--- config.mk ---
export PLATFORM = sky130hd
export DESIGN_NAME = alloc_size_dec
export DESIGN_NICKNAME = d
export VERILOG_FILES = /design/src/rtl/alloc_size_pkg.sv /design/src/rtl/fine_size_dec.sv /design/src/rtl/coarse_size_dec.sv /design/src/rtl/size_out_stage.sv /design/src/rtl/alloc_size_dec.sv
export SDC_FILE = /design/constraint.sdc
export NUM_CORES = 1
export LEC_CHECK = 0
export ABC_AREA = 1
export BUFFER_PORTS_ARGS = -buffer_cell sky130_fd_sc_hd__buf_2
export CAP_MARGIN = 15
export CORE_AREA = 2 2 67 69
export DETAILED_ROUTE_END_ITERATION = 10
export DIE_AREA = 0 0 69 71
export PLACE_DENSITY = 0.91
export SYNTH_ARGS = -nofsm -noshare
export SYNTH_HDL_FRONTEND = slang
export SYNTH_SLANG_ARGS = --single-unit
--- constraint.sdc ---
create_clock -name clk -period 1.93 [get_ports clk]
set_clock_uncertainty 0.2 [all_clocks]
set_input_delay 0.0965 -clock clk [delete_from_list [all_inputs] [get_ports clk]]
set_output_delay 0.0965 -clock clk [all_outputs]
set_load 0.03 [all_outputs]
--- src/rtl/alloc_size_pkg.sv ---
package alloc_size_pkg;

  typedef enum logic {
    SZ_MODE_FINE   = 1'b0,
    SZ_MODE_COARSE = 1'b1
  } size_mode_e;

  localparam int FINE_EXP_W   = 3;
  localparam int FINE_MANT_W  = 5;
  localparam int COARSE_W     = 5;
  localparam int COARSE_BIAS  = 12;
  localparam int SIZE_W       = 64;

endpackage

--- src/rtl/fine_size_dec.sv ---
// Fine code: exponent selects one of 2**EXP_W statically shifted copies of
// the mantissa (with hidden bit for nonzero exponents).
module fine_size_dec #(
  parameter int EXP_W  = 3,
  parameter int MANT_W = 5,
  parameter int OUT_W  = 64
) (
  input  logic [EXP_W+MANT_W-1:0] code,
  output logic [OUT_W-1:0]        size
);
  localparam int NUM_EXP = 2 ** EXP_W;
  localparam int BASE_W  = MANT_W + 1;
  localparam int SPAN_W  = BASE_W + NUM_EXP - 2;

  logic [EXP_W-1:0]  expo;
  logic [MANT_W-1:0] mant;
  logic [SPAN_W-1:0] lane [NUM_EXP];

  assign expo = code[EXP_W+MANT_W-1:MANT_W];
  assign mant = code[MANT_W-1:0];

  for (genvar e = 0; e < NUM_EXP; e++) begin : g_lane
    if (e == 0) begin : g_sub
      assign lane[e] = SPAN_W'(mant);
    end else begin : g_norm
      assign lane[e] = SPAN_W'({1'b1, mant}) << (e - 1);
    end
  end

  assign size = OUT_W'(lane[expo]);

endmodule

--- src/rtl/coarse_size_dec.sv ---
// Coarse code: one-hot power of two, index offset by BIAS.
module coarse_size_dec #(
  parameter int IDX_W = 5,
  parameter int BIAS  = 12,
  parameter int OUT_W = 64
) (
  input  logic [IDX_W-1:0] code,
  output logic [OUT_W-1:0] size
);
  localparam int NUM_IDX = 2 ** IDX_W;

  for (genvar k = 0; k < OUT_W; k++) begin : g_bit
    if (k >= BIAS && k < BIAS + NUM_IDX) begin : g_live
      assign size[k] = (code == IDX_W'(k - BIAS));
    end else begin : g_dead
      assign size[k] = 1'b0;
    end
  end

endmodule

--- src/rtl/size_out_stage.sv ---
// Optional capture register for the decoded size.
module size_out_stage #(
  parameter int OUT_W      = 64,
  parameter bit REGISTERED = 1'b1
) (
  input  logic             clk,
  input  logic             rst,
  input  logic             in_valid,
  input  logic [OUT_W-1:0] d,
  output logic [OUT_W-1:0] q,
  output logic             q_valid
);
  if (REGISTERED) begin : g_reg
    logic [OUT_W-1:0] q_r;
    logic             v_r;
    always_ff @(posedge clk) begin
      if (rst) begin
        q_r <= '0;
        v_r <= 1'b0;
      end else begin
        v_r <= in_valid;
        if (in_valid) q_r <= d;
      end
    end
    assign q       = q_r;
    assign q_valid = v_r;
  end else begin : g_comb
    assign q       = d;
    assign q_valid = in_valid;
  end

endmodule

--- src/rtl/alloc_size_dec.sv ---
module alloc_size_dec
  import alloc_size_pkg::*;
#(
  parameter int EXP_W      = FINE_EXP_W,
  parameter int MANT_W     = FINE_MANT_W,
  parameter int IDX_W      = COARSE_W,
  parameter int BIAS       = COARSE_BIAS,
  parameter int OUT_W      = SIZE_W,
  parameter bit REGISTERED = 1'b1
) (
  input  logic                    clk,
  input  logic                    rst,
  input  logic                    in_valid,
  input  logic                    mode_sel,
  input  logic [EXP_W+MANT_W-1:0] fine_imm,
  input  logic [IDX_W-1:0]        coarse_imm,
  output logic [OUT_W-1:0]        size_bytes,
  output logic                    size_valid
);
  logic [OUT_W-1:0] fine_size;
  logic [OUT_W-1:0] coarse_size;
  logic [OUT_W-1:0] picked;
  size_mode_e       mode;

  assign mode = size_mode_e'(mode_sel);

  fine_size_dec #(.EXP_W(EXP_W), .MANT_W(MANT_W), .OUT_W(OUT_W)) u_fine (
    .code (fine_imm),
    .size (fine_size)
  );

  coarse_size_dec #(.IDX_W(IDX_W), .BIAS(BIAS), .OUT_W(OUT_W)) u_coarse (
    .code (coarse_imm),
    .size (coarse_size)
  );

  always_comb begin
    picked = (mode == SZ_MODE_COARSE) ? coarse_size : fine_size;
  end

  size_out_stage #(.OUT_W(OUT_W), .REGISTERED(REGISTERED)) u_out (
    .clk      (clk),
    .rst      (rst),
    .in_valid (in_valid),
    .d        (picked),
    .q        (size_bytes),
    .q_valid  (size_valid)
  );

endmodule

==> results of run 1 <==
==> cells by family (layout without fill, tap and decap cells) <==
logic type	count (synthesis)	in the layout	synth area share (%)
buffers and inverters	51	93	13.26
and+or+nand+nor	168	168	31.71
AOI/OAI and AO/OA	46	46	11.45
DFF	45	45	43.40
other	1	20	0.1807
==> worst max path at each step <==
stage / start / to / slack, ps
2_1_floorplan: fine_imm[6] / u_out.q[5]$_SDFFE_PP0P_ / 870
3_3_place_gp: in_valid / u_out.q[20]$_SDFFE_PP0P_ / 600
3_5_place_dp: in_valid / u_out.q[25]$_SDFFE_PP0P_ / 570
4_1_cts: in_valid / u_out.q[2]$_SDFFE_PP0P_ / 20
5_1_grt: fine_imm[0] / u_out.q[2]$_SDFFE_PP0P_ / 30
6_report: in_valid / u_out.q[0]$_SDFFE_PP0P_ / 110
==> power by group <==
part | switching, uW | internal [uW] | leakage (uW)
logic | 193 | 57.2 | 0.000766
clock network | 323 | 389 | 0.0000554
registers | 5.65 | 939 | 0.000363
total | 522 | 1390 | 0.00118
==> layout by cell type, fill, tap and decap left out, drive strengths merged <==
cell type and count:
and3 1, nor2 40, o21ai 4, nand3 8
clkbuf 6, conb 20, inv 17, dfxtp 45
buf 62, clkinv 1, nor3 1, bufinv 1
dlygate4sd3 6, nand2 118, a21oi 39, a22oi 3
==> through the flow <==
step / power (uW) / util [%]
final: 1907 / 59.35
after global routing: 1969 / 59.35
after CTS: 1903 / 59.11
after detailed placement: 1203 / 55.03
after global placement: 1200 / 55.03
after floorplan: 1179 / -
==> layout make-up <==
class / instances / area, sq um / area share, %
Multi-Input combinational cell: 234 / 980.9 / 39.32
Sequential cell: 45 / 900.9 / 36.11
Timing Repair Buffer: 68 / 372.9 / 14.94
Clock buffer: 6 / 72.57 / 2.909
Tap cell: 52 / 65.06 / 2.608
Inverter: 17 / 63.81 / 2.558
Clock inverter: 2 / 38.79 / 1.555
==> worst max-delay path, cell delays in order <==
cell and delay (ps):
dlygate4sd3_1 560, buf_2 170, nand2_2 140, inv_1 90
nand3_1 80, dlygate4sd3_1 560, a21oi_1 60
==> state kept, by name (all words and copies together), names as in the netlist <==
signal	flops
u_out.q_valid	1
u_out.q	44
==> routing by layer <==
layer  wire [um]  share of wire [%]  vias up
met4         174                3.5        0
met3         360                7.2       20
met1        2099                 42      940
met2        2384                 48       93
li1            -                  -     1043
met5           0                  0        -
==> repair_timing <==
item                                   in CTS  in global routing
gates resized for setup                     0                  3
hold buffers                                6                  0
setup endpoints to repair                   0                  1
endpoints found under the hold margin      17                  0
buffers inserted                            0                  0
==> summary.md, run 1 <==
| Metric | Value |
|---|---|
| Status | `finished with violations` |
| Failing checks | `hold timing` |
| WP data arrival | `1760 ps` |
| Ys Warns | `0` |
| Synth cell types | `18` |
| Total clock sinks | `45` |
| CP required | `1870 ps` |
| Initial antenna violation count | `0` |
| Placed cell count | `410` |
| Worst r2r dst | `u_out.q[7]$_SDFFE_PP0P_` |
| Setup Total Neg Slack | `0 ps` |
| FF+latch count, synth | `45` |
| DRT iter0 DRCs | `170` |
| RSZ-0062 raised after global routing | `false` |
| CTS clk-pin slew, worst paths | `80 ps` |
| Global Route Usage Sum | `20.17%` |
| P&R area growth vs syn | `20.19%` |
| Seq/Total Area, Yosys | `43.40%` |
| Top cells by area, synth | `dfxtp_1 43%, nand2_1 21%, a21oi_1 9.4%` |
| DP HPWL | `3.490 mm` |
| Initial Util | `49.38%` |
| Crit. End Element | `flip-flop` |
| Met1 Track Usage GR | `24.46%` |
| Hold WS | `-20.15 ps` |
| Yosys top cell area share | `43.40%` |
| Final GP Congestion | `0.9740` |
| Drt via density | `4.943` |
| Final instance area | `2495 sq um` |
| Slew Viols, Final | `0` |
| Top Usage Layer GRT | `met2` |
| Number of global-route vias before repair | `1928` |
| Die Ht | `71 um` |
| Final Setup Violations | `0` |
| Crit-path max FO | `5` |
| Post-synth top flop | `dfxtp_1` |
| Final Hold Viols | `1` |
| Hold Crit Start | `fine_imm[7]` |
| # Max-Cap Violations | `0` |
| Via count | `2096` |
| Pwr Density | `764.5 nW/um^2` |
| Most common cell in the netlist | `nand2_1` |
| Port Buffers | `61` |
| WL final | `5.018 mm` |
| Root Buffer Master | `clkbuf_8` |
| Core region area | `4204 sq um` |
| Cell area after synthesis | `2076 sq um` |
| Largest net degree at the start of global routing | `46` |
| Final period util | `94.12%` |
| Clk_lat worst skew | `300 ps` |
| FP Rows | `24` |
| Routed Antenna Nets | `0` |
| VDD IR-drop max | `0.3437 mV` |
| Synth area leader | `dfxtp_1` |
| CP Launch Type | `input pin` |
| Worst-Margin Slew | `796.7 ps` |
| Pre-CTS WS | `572.8 ps` |
| Max-slew headroom | `46.88%` |
| CTS H-Tree Depth | `2` |
| Routed WL per cell | `11.83 um` |
| Reg-to-reg startpoint | `u_out.q[7]$_SDFFE_PP0P_` |
| Deepest clock path buffer count | `2` |
| Fraction of registers with async set or reset after synthesis | `0%` |
| CTS tree | `done` |
| First-pass DRT Iterations | `4` |
| CTS Buf Count | `5` |
| Ant. Diodes | `0` |
| Final Non-Filler Cells | `424` |
| Leakage | `0.001185 uW` |
| Flop2flop setup slack | `970 ps` |
| Die ar. | `4899 sq um` |
| Crit Path Class | `in2reg` |
| Worst hold path depth | `4` |
| Max Clk Rate | `550.5 MHz` |
| Worst Hold Path EP | `u_out.q[1]$_SDFFE_PP0P_` |
| Post-Syn Instances | `311` |
| Synth cell count leaders | `118 x nand2_1, 45 x dfxtp_1, 39 x a21oi_1, 39 x nor2_1, 21 x buf_4` |
| Met3 usage | `3.989%` |
| Worst hold path type | `in2reg` |
| Final global-route overflow total | `0` |
| Post-synth EDFFs | `0` |
| Worst r2r path cells | `4` |
| Synth Area per Inst | `6.674 sq um` |
| FILL cells | `414` |
| Min cycle time layout | `1816 ps` |
| Placed inst area | `2313 sq um` |
| IO Count | `82` |
| Die W | `69 um` |
| Remaining DRCs | `0` |
| Met2 usage | `33.87%` |
| First-pass GRT wire length | `8.169 mm` |
| Final WS setup | `113.5 ps` |
| Final-stage net count | `388` |
| Share of layout cells above drive strength 1 | `19.89%` |
Power figures use the tool's default switching activity.
==> run 2, diff against run 1 <==
--- a/config.mk
+++ b/config.mk
@@ -8,10 +8,10 @@
 export ABC_AREA = 1
 export BUFFER_PORTS_ARGS = -buffer_cell sky130_fd_sc_hd__buf_2
 export CAP_MARGIN = 15
-export CORE_AREA = 2 2 67 69
+export CORE_AREA = 2 2 69 71
 export DETAILED_ROUTE_END_ITERATION = 10
-export DIE_AREA = 0 0 69 71
-export PLACE_DENSITY = 0.91
+export DIE_AREA = 0 0 71 73
+export PLACE_DENSITY = 0.87
 export SYNTH_ARGS = -nofsm -noshare
 export SYNTH_HDL_FRONTEND = slang
 export SYNTH_SLANG_ARGS = --single-unit
==> constraint.sdc (replaced) <==
create_clock -name clk -period 1.7 [get_ports clk]
set_clock_uncertainty 0.2 [all_clocks]
set_input_delay 0.085 -clock clk [delete_from_list [all_inputs] [get_ports clk]]
set_output_delay 0.085 -clock clk [all_outputs]
set_load 0.03 [all_outputs]
==> run 2 against run 1 <==
Net effect: the run now ends clean; count of clock-buffer cells in the layout is 1 higher; sequential cell count stayed put; total power is 9.3% higher; final area is 1.5% higher; first-iteration DRC count is 11% higher; die area is 5.8% higher; worst hold slack better by 32 ps.
==> summary.md, run 2 (synthesis gave the netlist of run 1 again) <==
| Metric | Value |
|---|---|
| Status | `completed` |
| Max Clk Rate | `616.4 MHz` |
| Placed cell count | `415` |
| FP Rows | `25` |
| First-pass GRT wire length | `7.748 mm` |
| Die ar. | `5183 sq um` |
| DP HPWL | `3.412 mm` |
| CTS Buf Count | `5` |
| Ant. Diodes | `0` |
| Final period util | `95.44%` |
| First-pass DRT Iterations | `4` |
| Most frequent cells in the layout | `118 x nand2_1, 61 x buf_2, 45 x dfxtp_1` |
| Pwr Density | `823.5 nW/um^2` |
| Largest net degree at the start of global routing | `46` |
| Routed WL per cell | `11.34 um` |
| Hold WS | `12.07 ps` |
| Commonest non-fill, non-tap cell in the layout | `nand2_1` |
| WP data arrival | `1650 ps` |
| Root Buffer Master | `clkbuf_8` |
| Final Non-Filler Cells | `432` |
| P&R area growth vs syn | `22.00%` |
| Reg-to-reg startpoint | `u_out.q[6]$_SDFFE_PP0P_` |
| Worst Hold Path EP | `u_out.q[15]$_SDFFE_PP0P_` |
| Worst r2r dst | `u_out.q[6]$_SDFFE_PP0P_` |
| Die Ht | `73 um` |
| WL final | `4.898 mm` |
| Deepest clock path buffer count | `2` |
| Share of layout cells above drive strength 1 | `20.37%` |
| Final GP Congestion | `0.9724` |
| Flop2flop setup slack | `770 ps` |
| CP Launch Type | `input pin` |
| Core region area | `4536 sq um` |
| Routed Antenna Nets | `0` |
| # Max-Cap Violations | `0` |
| Drt via density | `4.750` |
| CP required | `1730 ps` |
| RSZ-0062 raised after global routing | `false` |
| Slew Viols, Final | `0` |
| Hold Crit Start | `mode_sel` |
| DRT iter0 DRCs | `188` |
| IO Count | `82` |
| Initial Util | `45.77%` |
| Final-stage net count | `394` |
| Final global-route overflow total | `0` |
| Worst r2r path cells | `4` |
| Initial antenna violation count | `0` |
| Crit-path max FO | `4` |
| Worst hold path depth | `5` |
| VDD IR-drop max | `0.4399 mV` |
| Clk_lat worst skew | `290 ps` |
| Worst hold path type | `in2reg` |
| Final Setup Violations | `0` |
| Final Hold Viols | `0` |
| Port Buffers | `61` |
| CTS clk-pin slew, worst paths | `80 ps` |
| Number of flip-flops in the largest register | `44` |
| CTS H-Tree Depth | `2` |
| Die W | `71 um` |
| # Post-CTS Setup Buffers | `0` |
| Number of global-route vias before repair | `1749` |
| Crit Path Class | `in2reg` |
| Global Route Usage Sum | `18.76%` |
| Min cycle time layout | `1622 ps` |
| CTS tree | `done` |
| Total clock sinks | `45` |
| Setup Total Neg Slack | `0 ps` |
| Leakage | `0.001213 uW` |
| Crit. End Element | `flip-flop` |
| Remaining DRCs | `0` |
| Via count | `2052` |
## run 2: how the worst max path moves through the flow
stage | startpoint | endpoint | slack (ps) | cells after the start
after floorplan | fine_imm[6] | u_out.q[5]$_SDFFE_PP0P_ | 650 | 8
after global placement | in_valid | u_out.q[27]$_SDFFE_PP0P_ | 410 | 6
after detailed placement | in_valid | u_out.q[25]$_SDFFE_PP0P_ | 390 | 6
after CTS | fine_imm[7] | u_out.q[0]$_SDFFE_PP0P_ | 30 | 6
after global routing | fine_imm[7] | u_out.q[0]$_SDFFE_PP0P_ | 9 | 6
final | fine_imm[7] | u_out.q[0]$_SDFFE_PP0P_ | 80 | 6
## run 2: power by group
group,switching [uW],internal (uW),total [uW]
Combinational,219,73.3,292
Sequential,5.99,1070,1070
Clock,353,368,721
Total,578,1510,2090
## run 2: final cells by class
type	count	area [sq um]
clock inverters	1	5.005
flip-flops and latches	45	900.9
repair buffers	74	425.4
clock buffers	7	96.34
well taps	54	67.56
inverters	17	63.81
fillers	455	2003
multi-input cells	234	973.4
## run 2: what timing repair did
item / 4_1_cts / 5_1_grt
resized for setup: 0 / 1
setup endpoints to repair: 0 / 1
hold buffers: 9 / 0
hold endpoints to repair: 12 / 0
## run 2: metrics by stage
stage / util (%) / instance area [sq um] / worst slack (ps) / power, uW
after detailed placement: 51.56 / 2338 / 391.7 / 1371
final: 55.83 / 2532 / 77.58 / 2085
after global placement: 51.56 / 2338 / 413.5 / 1367
after CTS: 55.78 / 2530 / 27.85 / 2101
after floorplan: - / 2147 / 648.0 / 1338
after global routing: 55.83 / 2532 / 8.721 / 2187
## run 2: worst max-delay path: stages
cell	delay, ps
dlygate4sd3_1	530
buf_2	150
nor2_2	130
nand3_1	80
dlygate4sd3_1	560
a21oi_1	120
## run 2: metal layers
layer	share of wire (%)	GRT usage, %	up-vias
met2	48	30.84	82
met1	44	23.78	908
met3	7.2	5.110	6
met4	1.1	6.709	0
li1	-	-	1056
met5	0	0	-
